$ cat config.mk
export PLATFORM = sky130hd
export DESIGN_NAME = sbus_step_ctrl
export DESIGN_NICKNAME = d
export VERILOG_FILES = /design/src/rtl/step_ctl_pkg.sv /design/src/rtl/step_counter.sv /design/src/rtl/instr_decoder.sv /design/src/rtl/ctl_encoder.sv /design/src/rtl/sbus_step_ctrl.sv
export SDC_FILE = /design/constraint.sdc
export NUM_CORES = 1
export LEC_CHECK = 0
export ABC_CLOCK_PERIOD_IN_PS = 3000
export BUFFER_PORTS_ARGS = -buffer_cell sky130_fd_sc_hd__buf_4
export CAP_MARGIN = 20
export CORE_MARGIN = 5
export CORE_UTILIZATION = 43
export DETAILED_ROUTE_END_ITERATION = 10
export GPL_TIMING_DRIVEN = 0
export PLACE_DENSITY = 0.77
export SLEW_MARGIN = 20
export SYNTH_ARGS = -nofsm -noshare
export SYNTH_HDL_FRONTEND = slang
export SYNTH_HIERARCHICAL = 1
export SYNTH_SLANG_ARGS = --single-unit
$ cat constraint.sdc
create_clock -name clk -period 3 [get_ports clk]
set_clock_uncertainty 0.15 [all_clocks]
set_input_delay 0.6 -clock clk [delete_from_list [all_inputs] [get_ports clk]]
set_output_delay 0.6 -clock clk [all_outputs]
set_load 0.05 [all_outputs]
$ cat src/rtl/step_ctl_pkg.sv
package step_ctl_pkg;

    localparam int NSTEPS = 7;

    typedef enum logic [NSTEPS-1:0] {
        T1 = 7'b0000001,
        T2 = 7'b0000010,
        T3 = 7'b0000100,
        T4 = 7'b0001000,
        T5 = 7'b0010000,
        T6 = 7'b0100000,
        T7 = 7'b1000000
    } step_e;

    typedef struct packed {
        logic is_add;
        logic is_br;
        logic is_other;
    } ins_t;

    typedef struct packed {
        logic pc_out;
        logic pc_in;
        logic mar_in;
        logic mem_read;
        logic sel_four;
        logic alu_add;
        logic z_load;
        logic z_drive;
        logic y_load;
        logic mdr_drive;
        logic ir_load;
        logic offset_drive;
        logic src_drive;
        logic dst_drive;
        logic dst_load;
        logic wait_mfc;
        logic done;
    } ctl_t;

endpackage

$ cat src/rtl/step_counter.sv
module step_counter
    import step_ctl_pkg::*;
(
    input  logic  clk,
    input  logic  rst,
    input  logic  done,
    input  logic  wait_mfc,
    input  logic  mfc,
    output step_e step
);

    step_e nxt;

    always_ff @(posedge clk) begin
        if (rst) step <= T1;
        else     step <= nxt;
    end

    always_comb begin
        nxt = step;
        if (done) begin
            nxt = T1;
        end else if (wait_mfc && !mfc) begin
            nxt = step;
        end else begin
            unique case (step)
                T1:      nxt = T2;
                T2:      nxt = T3;
                T3:      nxt = T4;
                T4:      nxt = T5;
                T5:      nxt = T6;
                T6:      nxt = T7;
                T7:      nxt = T1;
                default: nxt = T1;
            endcase
        end
    end


    onehot_step_chk: assert property (@(posedge clk) disable iff (rst)
        $countones(step) == 1);


    reset_to_t1_chk: assert property (@(posedge clk)
        rst |=> step == T1);


    stall_hold_chk: assert property (@(posedge clk) disable iff (rst)
        (wait_mfc && !mfc && !done) |=> $stable(step));


    done_restart_chk: assert property (@(posedge clk) disable iff (rst)
        done |=> step == T1);

endmodule

$ cat src/rtl/instr_decoder.sv
module instr_decoder
    import step_ctl_pkg::*;
#(
    parameter int               OPC_W   = 4,
    parameter logic [OPC_W-1:0] OPC_ADD = 4'b0001,
    parameter logic [OPC_W-1:0] OPC_BR  = 4'b0010
) (
    input  logic [OPC_W-1:0] opcode,
    output ins_t             ins
);

    always_comb begin
        ins          = '0;
        ins.is_add   = (opcode == OPC_ADD);
        ins.is_br    = (opcode == OPC_BR);
        ins.is_other = !(ins.is_add || ins.is_br);
    end

endmodule

$ cat src/rtl/ctl_encoder.sv
module ctl_encoder
    import step_ctl_pkg::*;
(
    input  step_e step,
    input  ins_t  ins,
    output ctl_t  ctl
);

    logic t1, t2, t3, t4, t5, t6, t7;

    always_comb begin
        {t7, t6, t5, t4, t3, t2, t1} = step;

        ctl              = '0;
        ctl.pc_out       = t1;
        ctl.pc_in        = t2 | (t5 & ins.is_br);
        ctl.mar_in       = t1 | (t4 & ins.is_add);
        ctl.mem_read     = t1 | (t4 & ins.is_add);
        ctl.sel_four     = t1;
        ctl.alu_add      = t1 | (t4 & ins.is_br) | (t6 & ins.is_add);
        ctl.z_load       = t1 | (t4 & ins.is_br) | (t6 & ins.is_add);
        ctl.z_drive      = t2 | (t5 & ins.is_br) | (t7 & ins.is_add);
        ctl.y_load       = t2 | (t5 & ins.is_add);
        ctl.mdr_drive    = t3 | (t6 & ins.is_add);
        ctl.ir_load      = t3;
        ctl.offset_drive = t4 & ins.is_br;
        ctl.src_drive    = t4 & ins.is_add;
        ctl.dst_drive    = t5 & ins.is_add;
        ctl.dst_load     = t7 & ins.is_add;
        ctl.wait_mfc     = t2 | (t5 & ins.is_add);
        ctl.done         = (t5 & ins.is_br) | (t7 & ins.is_add) |
                           (t4 & ins.is_other);
    end

endmodule

$ cat src/rtl/sbus_step_ctrl.sv
module sbus_step_ctrl
    import step_ctl_pkg::*;
#(
    parameter int               OPC_W   = 4,
    parameter logic [OPC_W-1:0] OPC_ADD = 4'b0001,
    parameter logic [OPC_W-1:0] OPC_BR  = 4'b0010
) (
    input  logic              clk,
    input  logic              rst,
    input  logic [OPC_W-1:0]  opcode,
    input  logic              mfc,
    output logic [NSTEPS-1:0] step,
    output logic              pc_out,
    output logic              pc_in,
    output logic              mar_in,
    output logic              mem_read,
    output logic              sel_four,
    output logic              alu_add,
    output logic              z_load,
    output logic              z_drive,
    output logic              y_load,
    output logic              mdr_drive,
    output logic              ir_load,
    output logic              offset_drive,
    output logic              src_drive,
    output logic              dst_drive,
    output logic              dst_load,
    output logic              wait_mfc,
    output logic              done
);

    step_e cur;
    ins_t  ins;
    ctl_t  ctl;

    step_counter u_ctr (
        .clk      (clk),
        .rst      (rst),
        .done     (ctl.done),
        .wait_mfc (ctl.wait_mfc),
        .mfc      (mfc),
        .step     (cur)
    );

    instr_decoder #(
        .OPC_W   (OPC_W),
        .OPC_ADD (OPC_ADD),
        .OPC_BR  (OPC_BR)
    ) u_dec (
        .opcode (opcode),
        .ins    (ins)
    );

    ctl_encoder u_enc (
        .step (cur),
        .ins  (ins),
        .ctl  (ctl)
    );

    assign step = cur;
    assign {pc_out, pc_in, mar_in, mem_read, sel_four, alu_add, z_load,
            z_drive, y_load, mdr_drive, ir_load, offset_drive, src_drive,
            dst_drive, dst_load, wait_mfc, done} = ctl;


    one_bus_driver_chk: assert property (@(posedge clk) disable iff (rst)
        $countones({pc_out, z_drive, mdr_drive, offset_drive,
                    src_drive, dst_drive}) <= 1);


    branch_sum_chk: assert property (@(posedge clk) disable iff (rst)
        offset_drive |=> (pc_in && z_drive && done));

endmodule

==> impl_metrics.py, run 1 <==
metrics = {
    "status": {
        "status": "completed",
    },
    "timing": {
        "fmax_mhz": 362,
        "min_period_ns": 2.76,
        "worst_hold_slack_ns": 0.440,
        "hold_viol": 0,
        "grt_setup_unrepaired": "no",
        "worst_pin_slew_ns": 0.668,
        "period_share_pct": 92.0,
        "setup_viol": 0,
        "tns_ns": 0,
        "slew_violations": 0,
        "maxSlewHeadroom_pct": 54.8,
    },
    "critical_path": {
        "crit_family": "simple AND/OR/NAND/NOR gates",
        "path_common_cell": "buf_4",
        "critPathSlowestCell": "nor4b_1",
        "critPathBufInv": 3,
        "cp.depth": 6,
        "start_kind": "input port",
        "reg2reg_setup_slack_ns": 0.90,
        "worstSetupEndpoint": "alu_add",
        "reg2reg_to": "u_ctr/step[0]",
        "reg2reg_depth": 6,
        "critical_path_class": "input port to output port",
        "cp.required_ns": 2.25,
        "critPathMaxFanout": 4,
        "cpPeakStageDelay_ns": 0.60,
        "endpoint_kind": "output port",
        "crit_chain": "buf_4 > nor4b_1 > and2_2 > a211o_1 > buf_4 > buf_4",
        "r2r-start": "u_ctr/step[4]",
        "cp-startpoint": "opcode[0]",
        "worstPathArrival_ns": 2.01,
    },
    "yosys": {
        "ys_seq_elements": 7,
        "ys_seq_area_share_pct": 24.0,
        "synthCells": 72,
        "synth_top_area_share_pct": 24.0,
        "synth_top_flop_cell": "dfxtp_1",
        "synth.net_count": 79,
        "synth.largest_area_cell": "dfxtp_1",
        "synthDistinctLibCells": 37,
        "synth_edf_count": 0,
        "netlist_area_um2": 584,
        "yosys-top-cells-area": "dfxtp_1 (24%), buf_4 (9.0%), nor3_1 (5.1%), and2_4 (4.5%), nor4b_1 (4.5%)",
        "async_reset_ff_share_pct": 0,
        "syn_area_per_cell_um2": 8.12,
        "synth_warnings": 6,
    },
    "cts": {
        "cts_tree": "done",
        "cts_setup_buffers": 0,
        "ctsResizeCount": 0,
        "postCtsHoldBufs": 0,
        "clkTransAtPathRegs_ns": 0.05,
        "clkLatencyLatePin_ns": 0.25,
        "cts.root.buffer_cell": "clkbuf_4",
        "cts_made_buffers": 3,
        "htreeDepth": 1,
        "cts_sinks": 7,
        "clockBufferDepth": 2,
    },
    "finish": {
        "final_core_util_pct": 66.3,
        "stdcell_area_um2": 862,
        "syn_to_final_growth_pct": 47.5,
        "top_register": "u_ctr/step",
        "drive_above_1_share_pct": 50.0,
        "antennaDiodeCount": 0,
        "finalNonFillerCells": 121,
        "largest_reg_flops": 7,
        "layout_common_cells": "buf_4 (37), dfxtp_1 (7), nor3_1 (6), nor2_1 (4)",
        "largestRegisters": "u_ctr/step x7",
        "nets": 114,
        "final_common_cell": "buf_4",
    },
    "pwr": {
        "peakVddDrop_mv": 0.607,
        "p_leak_nw": 0.407,
        "power_density_nw_per_um2": 1030,
    },
    "placed_design": {
        "placedCellCount": 117,
        "placed_cell_area_um2": 836,
        "dpl.hpwl_um": 1200,
        "port-buffer-count": 30,
        "gp_congestion": 0.780,
    },
    "route": {
        "drc": 0,
        "viasPerCell": 5.44,
        "drt_iter0_markers": 17,
        "ant_nets": 0,
        "drt-pass1-iter-count": 4,
        "finalWirelength_um": 1610,
        "wl_per_cell_um": 13.3,
        "vias": 658,
    },
    "flow_run": {
        "cap_violations": 0,
    },
    "global_routing": {
        "overflow": 0,
        "grt_pass1_vias": 612,
        "grt_usage_pct": 17.2,
        "grt_pass1_wl_um": 2650,
        "antenna_found_initial": 0,
        "grt_max_degree": 14,
    },
    "floorplan": {
        "dieArea_um2": 2200,
        "fp.dieW_um": 46.9,
        "start_util_pct": 44.9,
        "ios": 31,
        "die_height_um": 46.9,
        "core_area_um2": 1300,
        "rows": 13,
    },
    "hold_path": {
        "hold_path.class": "register to register",
    },
}
## synthesized netlist by cell type (2+ instances only)
library cell	count
buf_2	2
nor4_1	2
or2_1	2
o21ai_1	2
nor2_1	4
nor2b_1	2
nand2_1	3
a21oi_1	2
and2_4	3
nor4b_1	3
a211o_1	2
a32oi_1	2
dfxtp_1	7
nand3_1	2
buf_4	7
nor3_1	6
## through the flow
step	worst slack (ns)	total power, mW
6_report	0.239	0.888
5_1_grt	0.0974	0.932
4_1_cts	0.222	0.895
3_5_place_dp	0.225	0.803
3_3_place_gp	0.264	0.794
2_1_floorplan	0.0662	0.634
## power breakdown
part           switching [mW]  internal [mW]  leakage [nW]  total [mW]
clock                  0.0374         0.0509        0.0150      0.0884
combinational           0.429          0.230         0.335       0.658
sequential             0.0326          0.109        0.0570       0.141
## kinds of logic (layout without fill, tap and decap cells)
group,after synthesis,count (layout),share of synthesized area (%)
AOI/OAI and AO/OA,15,15,19.9
DFF,7,7,24.0
xor gates and xnor gates,2,2,3.00
buffers and inverters,12,46,13.9
and+or+nand+nor,36,36,39.2
## routing by layer
layer	vias to the layer above	routed length [um]	track usage, %
met1	298	687	19.5
met4	0	10	4.97
li1	332	-	-
met5	-	0	0
met2	26	777	29.5
met3	2	138	6.90
## area by class of cell
cell class / count / area, um^2
inverters: 1 / 3.75
multi-input cells: 53 / 370
well taps: 15 / 18.8
repair buffers: 30 / 225
clock buffers: 4 / 26.3
plain buffers: 11 / 77.6
fillers: 128 / 439
flip-flops and latches: 7 / 140
## tightest hold or removal path, delay by kind of cell, from the launching register on
family,cells,cell delay [ns]
AO/OA/AOI/OAI,1,0.05
flip-flops,1,0.39
AND/OR/NAND/NOR,1,0.09
## worst min-delay path by stage
stage | startpoint | endpoint | depth (start not counted)
floorplan | u_ctr/step[6] | u_ctr/step[6] | 2
global placement | u_ctr/step[6] | u_ctr/step[6] | 2
detailed placement | u_ctr/step[6] | u_ctr/step[6] | 2
CTS | u_ctr/step[6] | u_ctr/step[6] | 2
global route | u_ctr/step[6] | u_ctr/step[6] | 2
finish | u_ctr/step[6] | u_ctr/step[6] | 2
Note: power is estimated with default switching activity, not from simulation.
==> run 2: changes to the inputs <==
- ABC_AREA: not set -> 1
- CORE_UTILIZATION: 43 -> 42
==> run 2 against run 1 <==
First-iteration DRC count decreased by 35%; setup slack improved by 0.49 ns; non-clock buffer count shrank 4; sequential cell count did not move; maximum frequency up 22%; die area shrank 2.4%; sequential power is 8% higher; final area decreased by 4.5%; count of clock-buffer cells in the layout stayed put; largest power group unchanged; combinational power rose by 4.7%.
==> impl_metrics.py, run 2 <==
metrics = {
    "floorplan": {
        "fp.dieW_um": 46.3,
        "dieArea_um2": 2140,
        "start_util_pct": 43.6,
        "die_height_um": 46.3,
        "rows": 13,
        "core_area_um2": 1270,
        "ios": 31,
    },
    "global_routing": {
        "use_met3_pct": 1.56,
        "grt_pass1_wl_um": 2500,
        "grt_use_met2_pct": 27.5,
        "use_met1_pct": 18.7,
        "grt_max_degree": 11,
        "antenna_found_initial": 0,
        "busiest_layer": "met2",
        "grt_usage_pct": 16.2,
        "overflow": 0,
        "grt_pass1_vias": 619,
    },
    "flow_run": {
        "cap_violations": 0,
    },
    "yosys": {
        "synthTopCellsByCount": "nand2_1 (27), inv_1 (17), nor2_1 (10)",
        "netlist_area_um2": 553,
        "synthCells": 98,
        "synth.most_common_cell": "nand2_1",
        "synth_top_flop_cell": "dfxtp_1",
        "yosys-top-cells-area": "dfxtp_1 (25%), nand2_1 (18%), inv_1 (12%), buf_4 (9.5%), nor2_1 (6.8%)",
        "syn_area_per_cell_um2": 5.64,
        "synthDistinctLibCells": 13,
        "synth_warnings": 6,
        "synth.largest_area_cell": "dfxtp_1",
        "synth_top_area_share_pct": 25.3,
        "synth.net_count": 105,
        "async_reset_ff_share_pct": 0,
        "ys_seq_area_share_pct": 25.3,
        "synth_edf_count": 0,
        "ys_seq_elements": 7,
    },
    "route": {
        "viasPerCell": 4.59,
        "drc": 0,
        "vias": 674,
        "drt_iter0_markers": 11,
        "ant_nets": 0,
        "drt-pass1-iter-count": 4,
        "finalWirelength_um": 1550,
        "wl_per_cell_um": 10.5,
    },
    "cts": {
        "cts_sinks": 7,
        "cts_setup_buffers": 0,
        "clkTransAtPathRegs_ns": 0.05,
        "cts.root.buffer_cell": "clkbuf_4",
        "cts_made_buffers": 3,
        "clkLatencyLatePin_ns": 0.25,
        "ctsResizeCount": 0,
        "postCtsHoldBufs": 0,
        "cts_tree": "done",
        "clockBufferDepth": 2,
        "htreeDepth": 1,
    },
    "timing": {
        "grt_setup_unrepaired": "no",
        "period_share_pct": 75.7,
        "min_period_ns": 2.27,
        "tns_ns": 0,
        "setup_viol": 0,
        "fmax_mhz": 441,
        "worst_pin_slew_ns": 0.394,
        "slew_violations": 0,
        "hold_viol": 0,
        "maxSlewHeadroom_pct": 73.6,
    },
    "finish": {
        "top_register": "u_ctr/step",
        "final_common_cell": "buf_4",
        "final_core_util_pct": 64.9,
        "syn_to_final_growth_pct": 48.9,
        "largestRegisters": "u_ctr/step x7",
        "antennaDiodeCount": 0,
        "largest_reg_flops": 7,
        "drive_above_1_share_pct": 38.6,
        "layout_common_cells": "buf_4 (37), nand2_1 (27), inv_1 (17), nor2_1 (10)",
        "nets": 140,
    },
    "pwr": {
        "power_density_nw_per_um2": 1120,
        "p_int_mw": 0.380,
        "sw_frac_of_total_pct": 59.0,
        "pwr-share-clk_pct": 9.2,
        "p_leak_nw": 0.504,
        "combPwrFrac_pct": 74.4,
        "peakVddDrop_mv": 0.504,
        "p_switching_mw": 0.546,
        "seqPwrFrac_pct": 16.4,
    },
    "critical_path": {
        "start_kind": "input port",
        "worstPathArrival_ns": 1.52,
        "cp.required_ns": 2.25,
        "critPathMaxFanout": 5,
        "critPathSlowestCell": "nor2_2",
        "critPathBufInv": 4,
        "endpoint_kind": "output port",
        "cpPeakStageDelay_ns": 0.19,
        "critical_path_class": "input port to output port",
        "crit_family": "simple AND/OR/NAND/NOR gates",
        "crit_chain": "buf_4 > inv_1 > nand2_1 > nor2_2 > nand2_1 > nand2_1 > buf_4 > buf_4",
    },
    "placed_design": {
        "gp_congestion": 0.865,
        "dpl.hpwl_um": 1300,
        "port-buffer-count": 30,
    },
    "hold_path": {
        "hold_path.class": "register to register",
    },
    "status": {
        "status": "completed",
    },
}
run 2: cell types whose count changed after synthesis, moves of 4 or more:
cell,before,now
nand2_1,3,27
inv_1,1,17
nor2_1,4,10
o21ai_0,1,7
nor3_1,6,1
a21oi_1,2,6
nand2_2,0,4
nor2_2,0,4
run 2: worst register-to-register path, cell delays in order (launching register included):
cell and delay [ns]:
dfxtp_1 0.46, nand2_1 0.11, nand2_1 0.13, nand2_1 0.13
buf_4 0.19, o21ai_0 0.15, nor2_1 0.07
run 2: per-layer routing:
metal  wire length [um]  part of all wire (%)  vias up
met1                619                    40      292
li1                   -                     -      358
met5                  0                     0        -
met2                780                    50       20
met4                 36                   2.3        0
met3                113                   7.3        4
run 2: path summary, 6_finish.rpt:
kind                       from       endpoint  slack, ns  cells after the start
hold / removal    u_ctr/step[1]  u_ctr/step[1]       0.45                      2
setup reg to reg  u_ctr/step[4]  u_ctr/step[4]       1.51                      6
hold reg to reg   u_ctr/step[1]  u_ctr/step[1]       0.45                      2
setup / recovery      opcode[1]         y_load       0.73                      8
run 2: through the flow:
| step | std cells | power [mW] | hold slack [ns] | setup WS, ns | cell area (um^2) |
|---|---|---|---|---|---|
| 2_1_floorplan | 98 | 0.663 | 0.636 | 0.577 | 553 |
| 3_3_place_gp | 143 | 0.835 | 0.429 | 0.745 | 797 |
| 3_5_place_dp | 143 | 0.845 | 0.439 | 0.710 | 797 |
| 4_1_cts | 147 | 0.931 | 0.446 | 0.715 | 823 |
| 5_1_grt | 147 | 0.980 | 0.481 | 0.593 | 823 |
| 6_report | 147 | 0.926 | 0.451 | 0.730 | 823 |
run 2: cell families (layout without fill, tap and decap cells):
kind of cell | after synthesis | count (layout) | share of synthesized area (%)
compound gates | 13 | 13 | 11.8
buf+inv | 27 | 61 | 23.1
flops | 7 | 7 | 25.3
simple gates | 51 | 51 | 39.8
run 2: cell type report:
cell class,count,area (um^2)
Sequential cell,7,140
Buffer,7,52.6
Timing Repair Buffer,30,225
Multi-Input combinational cell,64,285
Fill cell,134,445
Clock buffer,4,26.3
Inverter,20,75.1
Tap cell,15,18.8
run 2: power groups by stage:
stage | clock [mW] | combinational, mW | sequential [mW]
2_1_floorplan | 0 | 0.438 | 0.225
3_3_place_gp | 0 | 0.683 | 0.152
3_5_place_dp | 0 | 0.692 | 0.153
4_1_cts | 0.0875 | 0.692 | 0.151
5_1_grt | 0.0912 | 0.731 | 0.158
6_report | 0.0854 | 0.689 | 0.152
